--- src/rtl/srq_pkg.sv ---
package srq_pkg;
    typedef enum logic [2:0] {
        SQ_ACTIVE,
        SQ_DISARMED,
        SQ_ARMED,
        SQ_MEASURE,
        SQ_SELF,
        SQ_RECOVER
    } sq_state_e;
endpackage

--- src/rtl/srq_sync.sv ---
module srq_sync #(
    parameter int            W      = 2,
    parameter int            STAGES = 2,
    parameter logic [W-1:0]  INIT   = '0
) (
    input  logic         clk,
    input  logic         rst_n,
    input  logic [W-1:0] d,
    output logic [W-1:0] q
);
    logic [STAGES-1:0][W-1:0] stg;

    always_ff @(posedge clk) begin
        if (!rst_n) begin
            for (int i = 0; i < STAGES; i++) stg[i] <= INIT;
        end else begin
            stg[0] <= d;
            for (int i = 1; i < STAGES; i++) stg[i] <= stg[i-1];
        end
    end

    assign q = stg[STAGES-1];
endmodule

--- src/rtl/srq_tick.sv ---
module srq_tick #(
    parameter int W = 12
) (
    input  logic         clk,
    input  logic         rst_n,
    input  logic         restart,
    output logic [W-1:0] count
);
    always_ff @(posedge clk) begin
        if (!rst_n)              count <= '0;
        else if (restart)        count <= '0;
        else if (count != '1)    count <= count + 1'b1;
    end
endmodule

--- src/rtl/srq_rowctr.sv ---
module srq_rowctr #(
    parameter int ROWS  = 2048,
    parameter int ROW_W = $clog2(ROWS)
) (
    input  logic             clk,
    input  logic             rst_n,
    input  logic             adv,
    output logic [ROW_W-1:0] row
);
    localparam logic [ROW_W-1:0] LAST = ROW_W'(ROWS - 1);

    always_ff @(posedge clk) begin
        if (!rst_n)        row <= '0;
        else if (adv)      row <= (row == LAST) ? '0 : row + 1'b1;
    end
endmodule

--- src/rtl/standby_refresh_ctrl.sv ---
module standby_refresh_ctrl
    import srq_pkg::*;
#(
    parameter int ROWS            = 2048,
    parameter int SYNC_STAGES     = 2,
    parameter int MIN_LOW_CYC     = 16,
    parameter int SELF_ENTRY_CYC  = 1600,
    parameter int RECOVER_CYC     = 120,
    parameter int SELF_PERIOD_CYC = 3125
) (
    input  logic                    clk,
    input  logic                    rst_n,
    input  logic                    ce_n_i,
    input  logic                    oe_rf_n_i,
    input  logic                    clr_err_i,
    output logic [$clog2(ROWS)-1:0] row_o,
    output logic                    refresh_stb_o,
    output logic                    self_o,
    output logic                    short_err_o,
    output logic                    recov_err_o
);
    localparam int ROW_W   = $clog2(ROWS);
    localparam int MAX_A   = (SELF_ENTRY_CYC > RECOVER_CYC) ? SELF_ENTRY_CYC : RECOVER_CYC;
    localparam int CNT_MAX = (MAX_A > SELF_PERIOD_CYC) ? MAX_A : SELF_PERIOD_CYC;
    localparam int CNT_W   = $clog2(CNT_MAX + 1);
    localparam logic [CNT_W-1:0] SHORT_LIM = CNT_W'(MIN_LOW_CYC - 1);
    localparam logic [CNT_W-1:0] ENTRY_HIT = CNT_W'(SELF_ENTRY_CYC - 2);
    localparam logic [CNT_W-1:0] RECOV_HIT = CNT_W'(RECOVER_CYC - 1);
    localparam logic [CNT_W-1:0] TICK_HIT  = CNT_W'(SELF_PERIOD_CYC - 1);

    logic [1:0]       sync_q;
    logic             stby;
    logic             rf_hi;
    logic [CNT_W-1:0] cnt;
    sq_state_e        st_q, st_d;
    logic             restart, adv, set_short, set_recov;

    srq_sync #(.W(2), .STAGES(SYNC_STAGES), .INIT(2'b10)) u_sync (
        .clk(clk), .rst_n(rst_n), .d({ce_n_i, oe_rf_n_i}), .q(sync_q)
    );
    assign stby  = sync_q[1];
    assign rf_hi = sync_q[0];

    srq_tick #(.W(CNT_W)) u_tick (
        .clk(clk), .rst_n(rst_n), .restart(restart), .count(cnt)
    );

    srq_rowctr #(.ROWS(ROWS), .ROW_W(ROW_W)) u_row (
        .clk(clk), .rst_n(rst_n), .adv(adv), .row(row_o)
    );

    // next-state and event decode
    always_comb begin
        st_d      = st_q;
        restart   = 1'b0;
        adv       = 1'b0;
        set_short = 1'b0;
        set_recov = 1'b0;
        unique case (st_q)
            SQ_ACTIVE: begin
                if (stby) st_d = rf_hi ? SQ_ARMED : SQ_DISARMED;
            end
            SQ_DISARMED: begin
                if (!stby)      st_d = SQ_ACTIVE;
                else if (rf_hi) st_d = SQ_ARMED;
            end
            SQ_ARMED: begin
                if (!stby) st_d = SQ_ACTIVE;
                else if (!rf_hi) begin
                    st_d    = SQ_MEASURE;
                    restart = 1'b1;
                end
            end
            SQ_MEASURE: begin
                if (!stby) st_d = SQ_ACTIVE;
                else if (rf_hi) begin
                    st_d = SQ_ARMED;
                    if (cnt < SHORT_LIM) set_short = 1'b1;
                    else                 adv       = 1'b1;
                end else if (cnt == ENTRY_HIT) begin
                    st_d    = SQ_SELF;
                    adv     = 1'b1;
                    restart = 1'b1;
                end
            end
            SQ_SELF: begin
                if (rf_hi) begin
                    st_d    = SQ_RECOVER;
                    restart = 1'b1;
                end else if (cnt == TICK_HIT) begin
                    adv     = 1'b1;
                    restart = 1'b1;
                end
            end
            SQ_RECOVER: begin
                if (!stby || !rf_hi) begin
                    set_recov = 1'b1;
                    st_d      = !stby ? SQ_ACTIVE : SQ_DISARMED;
                end else if (cnt == RECOV_HIT) begin
                    st_d = SQ_ARMED;
                end
            end
            default: st_d = SQ_DISARMED;
        endcase
    end

    // state register
    always_ff @(posedge clk) begin
        if (!rst_n) st_q <= SQ_DISARMED;
        else        st_q <= st_d;
    end

    // registered outputs
    always_ff @(posedge clk) begin
        if (!rst_n) begin
            refresh_stb_o <= 1'b0;
            self_o        <= 1'b0;
            short_err_o   <= 1'b0;
            recov_err_o   <= 1'b0;
        end else begin
            refresh_stb_o <= adv;
            self_o        <= (st_d == SQ_SELF);
            short_err_o   <= set_short | (short_err_o & ~clr_err_i);
            recov_err_o   <= set_recov | (recov_err_o & ~clr_err_i);
        end
    end


    stb_single_chk: assert property (@(posedge clk) disable iff (!rst_n)
        refresh_stb_o |=> !refresh_stb_o);


    stb_source_chk: assert property (@(posedge clk) disable iff (!rst_n)
        refresh_stb_o |-> ($past(st_q) == SQ_MEASURE || $past(st_q) == SQ_SELF));


    row_step_chk: assert property (@(posedge clk) disable iff (!rst_n)
        refresh_stb_o |-> (row_o == (($past(row_o) == ROW_W'(ROWS - 1)) ? '0
                                     : $past(row_o) + 1'b1)));


    self_entry_chk: assert property (@(posedge clk) disable iff (!rst_n)
        $rose(self_o) |-> !$past(rf_hi));


    short_src_chk: assert property (@(posedge clk) disable iff (!rst_n)
        $rose(short_err_o) |-> $past(st_q) == SQ_MEASURE);


    recov_src_chk: assert property (@(posedge clk) disable iff (!rst_n)
        $rose(recov_err_o) |-> $past(st_q) == SQ_RECOVER);


    flag_hold_chk: assert property (@(posedge clk) disable iff (!rst_n)
        (short_err_o && !clr_err_i) |=> short_err_o);
endmodule

--- config.mk ---
export PLATFORM = sky130hd
export DESIGN_NAME = standby_refresh_ctrl
export DESIGN_NICKNAME = d
export VERILOG_FILES = /design/src/rtl/srq_pkg.sv /design/src/rtl/srq_sync.sv /design/src/rtl/srq_tick.sv /design/src/rtl/srq_rowctr.sv /design/src/rtl/standby_refresh_ctrl.sv
export SDC_FILE = /design/constraint.sdc
export NUM_CORES = 1
export LEC_CHECK = 0
export ABC_AREA = 1
export BUFFER_PORTS_ARGS = -buffer_cell sky130_fd_sc_hd__buf_2
export CELL_PAD_IN_SITES_DETAIL_PLACEMENT = 1
export CELL_PAD_IN_SITES_GLOBAL_PLACEMENT = 1
export CORE_UTILIZATION = 37
export DETAILED_ROUTE_END_ITERATION = 10
export GPL_TIMING_DRIVEN = 0
export PLACE_DENSITY_LB_ADDON = 0.1
export SYNTH_ARGS = -nofsm -noshare
export SYNTH_HDL_FRONTEND = slang
export SYNTH_SLANG_ARGS = --single-unit
--- constraint.sdc ---
create_clock -name clk -period 1.5 [get_ports clk]
set_clock_uncertainty 0.05 [all_clocks]
set_input_delay 0.225 -clock clk [delete_from_list [all_inputs] [get_ports clk]]
set_output_delay 0.225 -clock clk [all_outputs]
set_load 0.02 [all_outputs]
; ---- Word level (Yosys, flattened, before mapping)
; Index checks and enable logic that the tools add are counted.
[classes]
n_bitwise = 6
eq_ne = 11
addsub = 2
muxes = 34
n_lt_le_gt_ge = 1
reduce_logical = 5
[op_table]
columns = operator, n
row1 = two-way mux 3 bit, 11
row2 = two-way mux 1 bit, 18
row3 = case mux 3 bit (6 select lines), 1
row4 = adder 12 x 1 -> 12 bit (second input constant), 1
row5 = == test 12 x 11 -> 1 bit (second input constant), 1
row6 = == test 12 bit (second input constant), 1
row7 = == test 12 x 7 -> 1 bit (second input constant), 1
row8 = less-than comparator 12 x 4 -> 1 bit (second input constant), 1
row9 = != test 12 bit (second input constant), 1
row10 = adder 11 x 1 -> 11 bit (second input constant), 1
row11 = == test 11 bit (second input constant), 1
row12 = two-way mux 11 bit, 1
row13 = == test 3 bit (second input constant), 3
row14 = == test 3 x 2 -> 1 bit (second input constant), 2
row15 = == test 3 x 1 -> 1 bit (second input constant), 1
row16 = zero test 3 bit, 1
row17 = case mux 1 bit (3 select lines), 1
row18 = AND 1 bit, 2
row19 = zero test 1 bit, 2
row20 = two-way mux 2 bit, 1
row21 = NOT 1 bit, 2
row22 = OR 1 bit, 2
row23 = case mux 1 bit (2 select lines), 1
row24 = OR reduction 2 bit, 1
row25 = logical OR 1 bit, 1
[word_totals]
reg_bits = 34
wordCells = 68

; ---- Depth between registers and ports, before layout
[logic_depth]
depth_word = 6
ltp_mapped = 11
ltp_nobuf = 11

; ---- By module
; From an unflattened synthesis, not the netlist that was laid out.
[unflattened]
hier_cells = 312
hier_area_um2 = 2006.9
[modules_own_cells]
columns = module, n_inst, area_per_inst_um2, seq_area_each_um2, cells_per_inst
row1 = srq_tick, 1, 678.2, 240.2, 95
row2 = standby_refresh_ctrl, 1, 618.1, 140.1, 114
row3 = srq_rowctr, 1, 585.6, 220.2, 89
row4 = srq_sync, 1, 125.1, 80.1, 14

; ---- Least setup slack after synthesis
; No wires, ideal clock.
[synth_path]
path_type = reg2reg
start = reg u_row.row[3]
end = reg u_row.row[10]
t_required_ns = 1.330
t_arrival_ns = 1.349
path_slack_ns = -0.019
setup_ns = 0.120
path_stages_with_launch = 10
path_cell_list = dfxtp_1 nand2_1 nor2_1 nand3_1 nor2_1 inv_1 nand2_1 inv_1 nand2_1 a21oi_1
[synth_between]
elab_chain_cells = 2
[synth_lines]
columns = element, line_no
row1 = "start, declared", srq_rowctr.sv:8  ; output logic [ROW_W-1:0] row
row2 = "start signal, assigned", srq_rowctr.sv:14  ; else if (adv) row <= (row == LAST) ? '0 : row + 1'b1;
row3 = adder 11 x 1 -> 11 bit / == test 11 bit (equally long branches), srq_rowctr.sv:14
row4 = two-way mux 11 bit *, srq_rowctr.sv:14
; Every way passes the cells marked *; elsewhere a longest branch is shown, timed or not.
; A chain may end at the register's enable or synchronous reset.

; ---- Final worst setup path
[layout_path]
start = reg u_tick.count[0]
end = reg u_row.row[8]
[layout_between]
elab_chain_cells = 5
[layout_lines]
columns = element, line_no
row1 = "start, declared", srq_tick.sv:7  ; output logic [W-1:0] count
row2 = "start signal, assigned", srq_tick.sv:12  ; else if (count != '1) count <= count + 1'b1;
row3 = less-than comparator 12 x 4 -> 1 bit / == test 12 x 11 -> 1 bit (equally long branches), "standby_refresh_ctrl.sv:78, standby_refresh_ctrl.sv:80"
row4 = two-way mux 1 bit (on tied branches), "standby_refresh_ctrl.sv:78, standby_refresh_ctrl.sv:80"
row5 = two-way mux 1 bit, standby_refresh_ctrl.sv:76  ; else if (rf_hi) begin
row6 = two-way mux 1 bit, standby_refresh_ctrl.sv:75  ; if (!stby) st_d = SQ_ACTIVE;
row7 = case mux 1 bit (2 select lines) *, standby_refresh_ctrl.sv:59  ; unique case (st_q)
; Marks and branches as above.

==> results.yml <==
run_status:
  outcome: "finished, violations left"
  violations: "negative setup slack"
finish:
  drive_gt1_share_pct: 35.2
  final_nets: 349
  diodes: 0
  fin_util_pct: 53.6
  final_area_mm2: 0.00260
  area_growth_pct: 35.6
  final_cell_mix: "nand2_1, nor2_1, inv_1, nand3_1, buf_2"
  layout.cells.most_common: "nand2_1"
logic_synthesis:
  syn-num-nets: 309
  synthCells: 300
  synth-seq-cells: 34
  synthDistinctLibCells: 26
  yosysSeqAreaShare_pct: 35.5
  syn_area_per_cell_um2: 6.39
  ys_warn_count: 0
  synthesis.area_mm2: 0.00192
clocking:
  clk_pin_slew_ns: 0.08
  cts_root_buf: "clkbuf_8"
  cts_sinks: 34
  cts_buffer_depth: 2
  h-tree-depth: 2
  numCtsBuffers: 5
  clock_latency_ns: 0.30
  tritoncts: "built"
global_routing:
  grt_max_degree: 12
  globalRouteMet1Util_pct: 29.1
  grtUsageTotal_pct: 22.2
  grt_pass1_wl_um: 9280
  first_global_vias: 2027
  antenna_found_initial: 0
  busiest_layer: "met2"
  gr-total-overflow: 0
  gr-usage-met3_pct: 4.88
  grt_util_met2_pct: 36.5
die:
  rows: 25
  design.die.area_mm2: 0.00547
  ios: 20
  floorplan.initialDensity_pct: 39.5
  die_y_um: 74.0
  core_area_mm2: 0.00485
  die_width_um: 74.0
routing:
  wire_per_inst_um: 14.4
  firstDrtPassIters: 4
  wl_um: 5870
  first_iter_violations: 109
  ant_nets: 0
  route.vias.total: 2054
  via_per_inst: 5.03
  drc: 0
pwr:
  max-vdd-ir-drop_mv: 0.454
  combinationalPowerShare_pct: 9.8
  power.clock.fraction_pct: 42.7
  leakage_nw: 1.11
  seq_power_share_pct: 47.5
  power_per_cell_area_mw_per_mm2: 766
  swShare_pct: 25.1
  power.internal_mw: 1.49
  switchingPower_uw: 500
  p_total_mw: 1.99
worst_setup_path:
  startpoint_type: "flop"
  path_max_fanout: 5
  critical-path-max-stage-delay_ns: 0.37
  path_delay_family: "simple AND/OR/NAND/NOR gates"
  path_cells: "inv_4 > ha_4 > nand2_1 > nor2_2 > nand3_2 > nand2_1 > nand2_2 > nand2_4 > buf_6 > nand2_1 > a21oi_2"
  cp_common_cell: "nand2_1"
  path_buf_inv: 2
  required_ns: 1.67
  timing_worst_setup_path_type: "reg -> reg"
  arrival_ns: 1.71
  critPathLaunch: "u_tick.count[0]$_SDFFE_PP0P_"
  crit_slowest_cell: "dfxtp_4"
  end_kind: "flop"
  rr_startpoint: "u_tick.count[0]$_SDFFE_PP0P_"
sta:
  setup_viol: 12
  slew_viol_final: 0
  slew_headroom_pct: 63.1
  period_share_pct: 103
  max_freq_mhz: 649
  worst_pin_slew_ns: 0.553
  grt_setup_unrepaired: "true"
  final_hold_viol_count: 0
  timing.hold.ws_ns: 0.0566
  fin_ws_ns: -0.0412
  fin_tns_setup_ns: -0.227
  period_needed_ns: 1.54
worst_hold_path:
  hp-start: "oe_rf_n_i"
  hp-class: "in -> reg"
placement:
  port_buffers: 18
  place_area_mm2: 0.00210
  place_congestion: 0.865
  dp_hpwl_um: 3730
flow_run:
  cap_violations: 0
==> cell usage after synthesis <==
cell | count | area share, %
o21ai_0 | 5 | 1.3
a21oi_1 | 20 | 5.2
nand2_1 | 73 | 14
nand3b_1 | 1 | 0.39
buf_4 | 1 | 0.39
nor2_1 | 52 | 10
nor4_1 | 1 | 0.33
ha_1 | 4 | 2.6
buf_2 | 3 | 0.78
inv_1 | 36 | 7.1
nor2_2 | 2 | 0.65
clkbuf_1 | 2 | 0.39
xnor2_1 | 4 | 1.8
o211ai_1 | 1 | 0.39
nand3_2 | 1 | 0.52
dfxtp_1 | 34 | 36
inv_2 | 2 | 0.39
and2_1 | 1 | 0.33
nand3_1 | 32 | 8.4
buf_6 | 1 | 0.59
nand2_2 | 2 | 0.65
nor3_1 | 3 | 0.78
xor2_1 | 6 | 2.7
o22ai_1 | 2 | 0.65
or2_2 | 2 | 0.65
nand4_1 | 9 | 2.9
==> sequential cells by signal, indices dropped and copies added, names as in the netlist <==
register and flops:
u_sync.stg 2, recov_err_o 1, st_q 3, self_o 1, u_sync.q 2, refresh_stb_o 1
u_tick.count 12, short_err_o 1, u_row.row 11
==> worst paths after layout <==
path / end / slack, ns / depth (start not counted)
setup / recovery: u_row.row[8]$_SDFFE_PN0P_ / -0.04 / 11
hold reg to reg: u_sync.q[1]$_SDFF_PN1_ / 0.37 / 1
hold / removal: u_sync.stg[0]$_SDFF_PN0_ / 0.06 / 3
setup reg to reg: u_row.row[8]$_SDFFE_PN0P_ / -0.04 / 11
==> cell type report <==
cell class                      instances  area [um2]
Fill cell                             641        2250
Multi-Input combinational cell        221        1270
Sequential cell                        34         717
Timing Repair Buffer                   33         214
Inverter                               38         150
Tap cell                               67        83.8
Clock buffer                            5        68.8
Buffer                                  7        57.6
Clock inverter                          3        40.0
==> per-layer routing <==
| layer | share of wire, % | vias up | routed length [um] |
|---|---|---|---|
| li1 | - | 1041 | - |
| met1 | 46 | 981 | 2720 |
| met2 | 50 | 25 | 2910 |
| met3 | 2.9 | 7 | 168 |
| met4 | 1.1 | 0 | 65 |
| met5 | 0 | - | 0 |
==> tightest hold or removal path, delay by kind of cell <==
| family | cells | cell delay [ns] |
|---|---|---|
| buffers and inverters | 2 | 0.11 |
| AND/OR/NAND/NOR | 1 | 0.04 |
==> cells by family (layout without fill, tap and decap cells) <==
group                    count (synthesis)  count (layout)  synth area share [%]
AND/OR/NAND/NOR                        179             179                  40.1
buffers and inverters                   45              86                  9.60
flip-flops                              34              34                  35.5
AO/OA/AOI/OAI                           28              28                  7.58
XOR/XNOR                                10              10                  4.57
adder cells (fa/ha/maj)                  4               4                  2.61
==> power groups by stage <==
stage	Sequential (mW)	Combinational [mW]	Clock, mW
finish	0.945	0.196	0.850
global route	0.947	0.216	0.898
CTS	0.945	0.161	0.876
detailed placement	0.960	0.127	0
global placement	0.959	0.125	0
floorplan	0.955	0.0945	0
==> metrics by stage <==
stage | setup slack, ns | instances
2_1_floorplan | 0.00893 | 300
3_3_place_gp | -0.286 | 385
3_5_place_dp | -0.302 | 385
4_1_cts | -0.0444 | 403
5_1_grt | -0.146 | 408
6_report | -0.0412 | 408
==> what timing repair did <==
action | 4_1_cts | 5_1_grt
setup endpoints to repair | 26 | 27
pin swaps | 8 | 19
cloned | 2 | 0
setup buffers | 8 | 5
hold buffers | 0 | 0
resized for setup | 40 | 52
(Power assumes the default switching activity.)
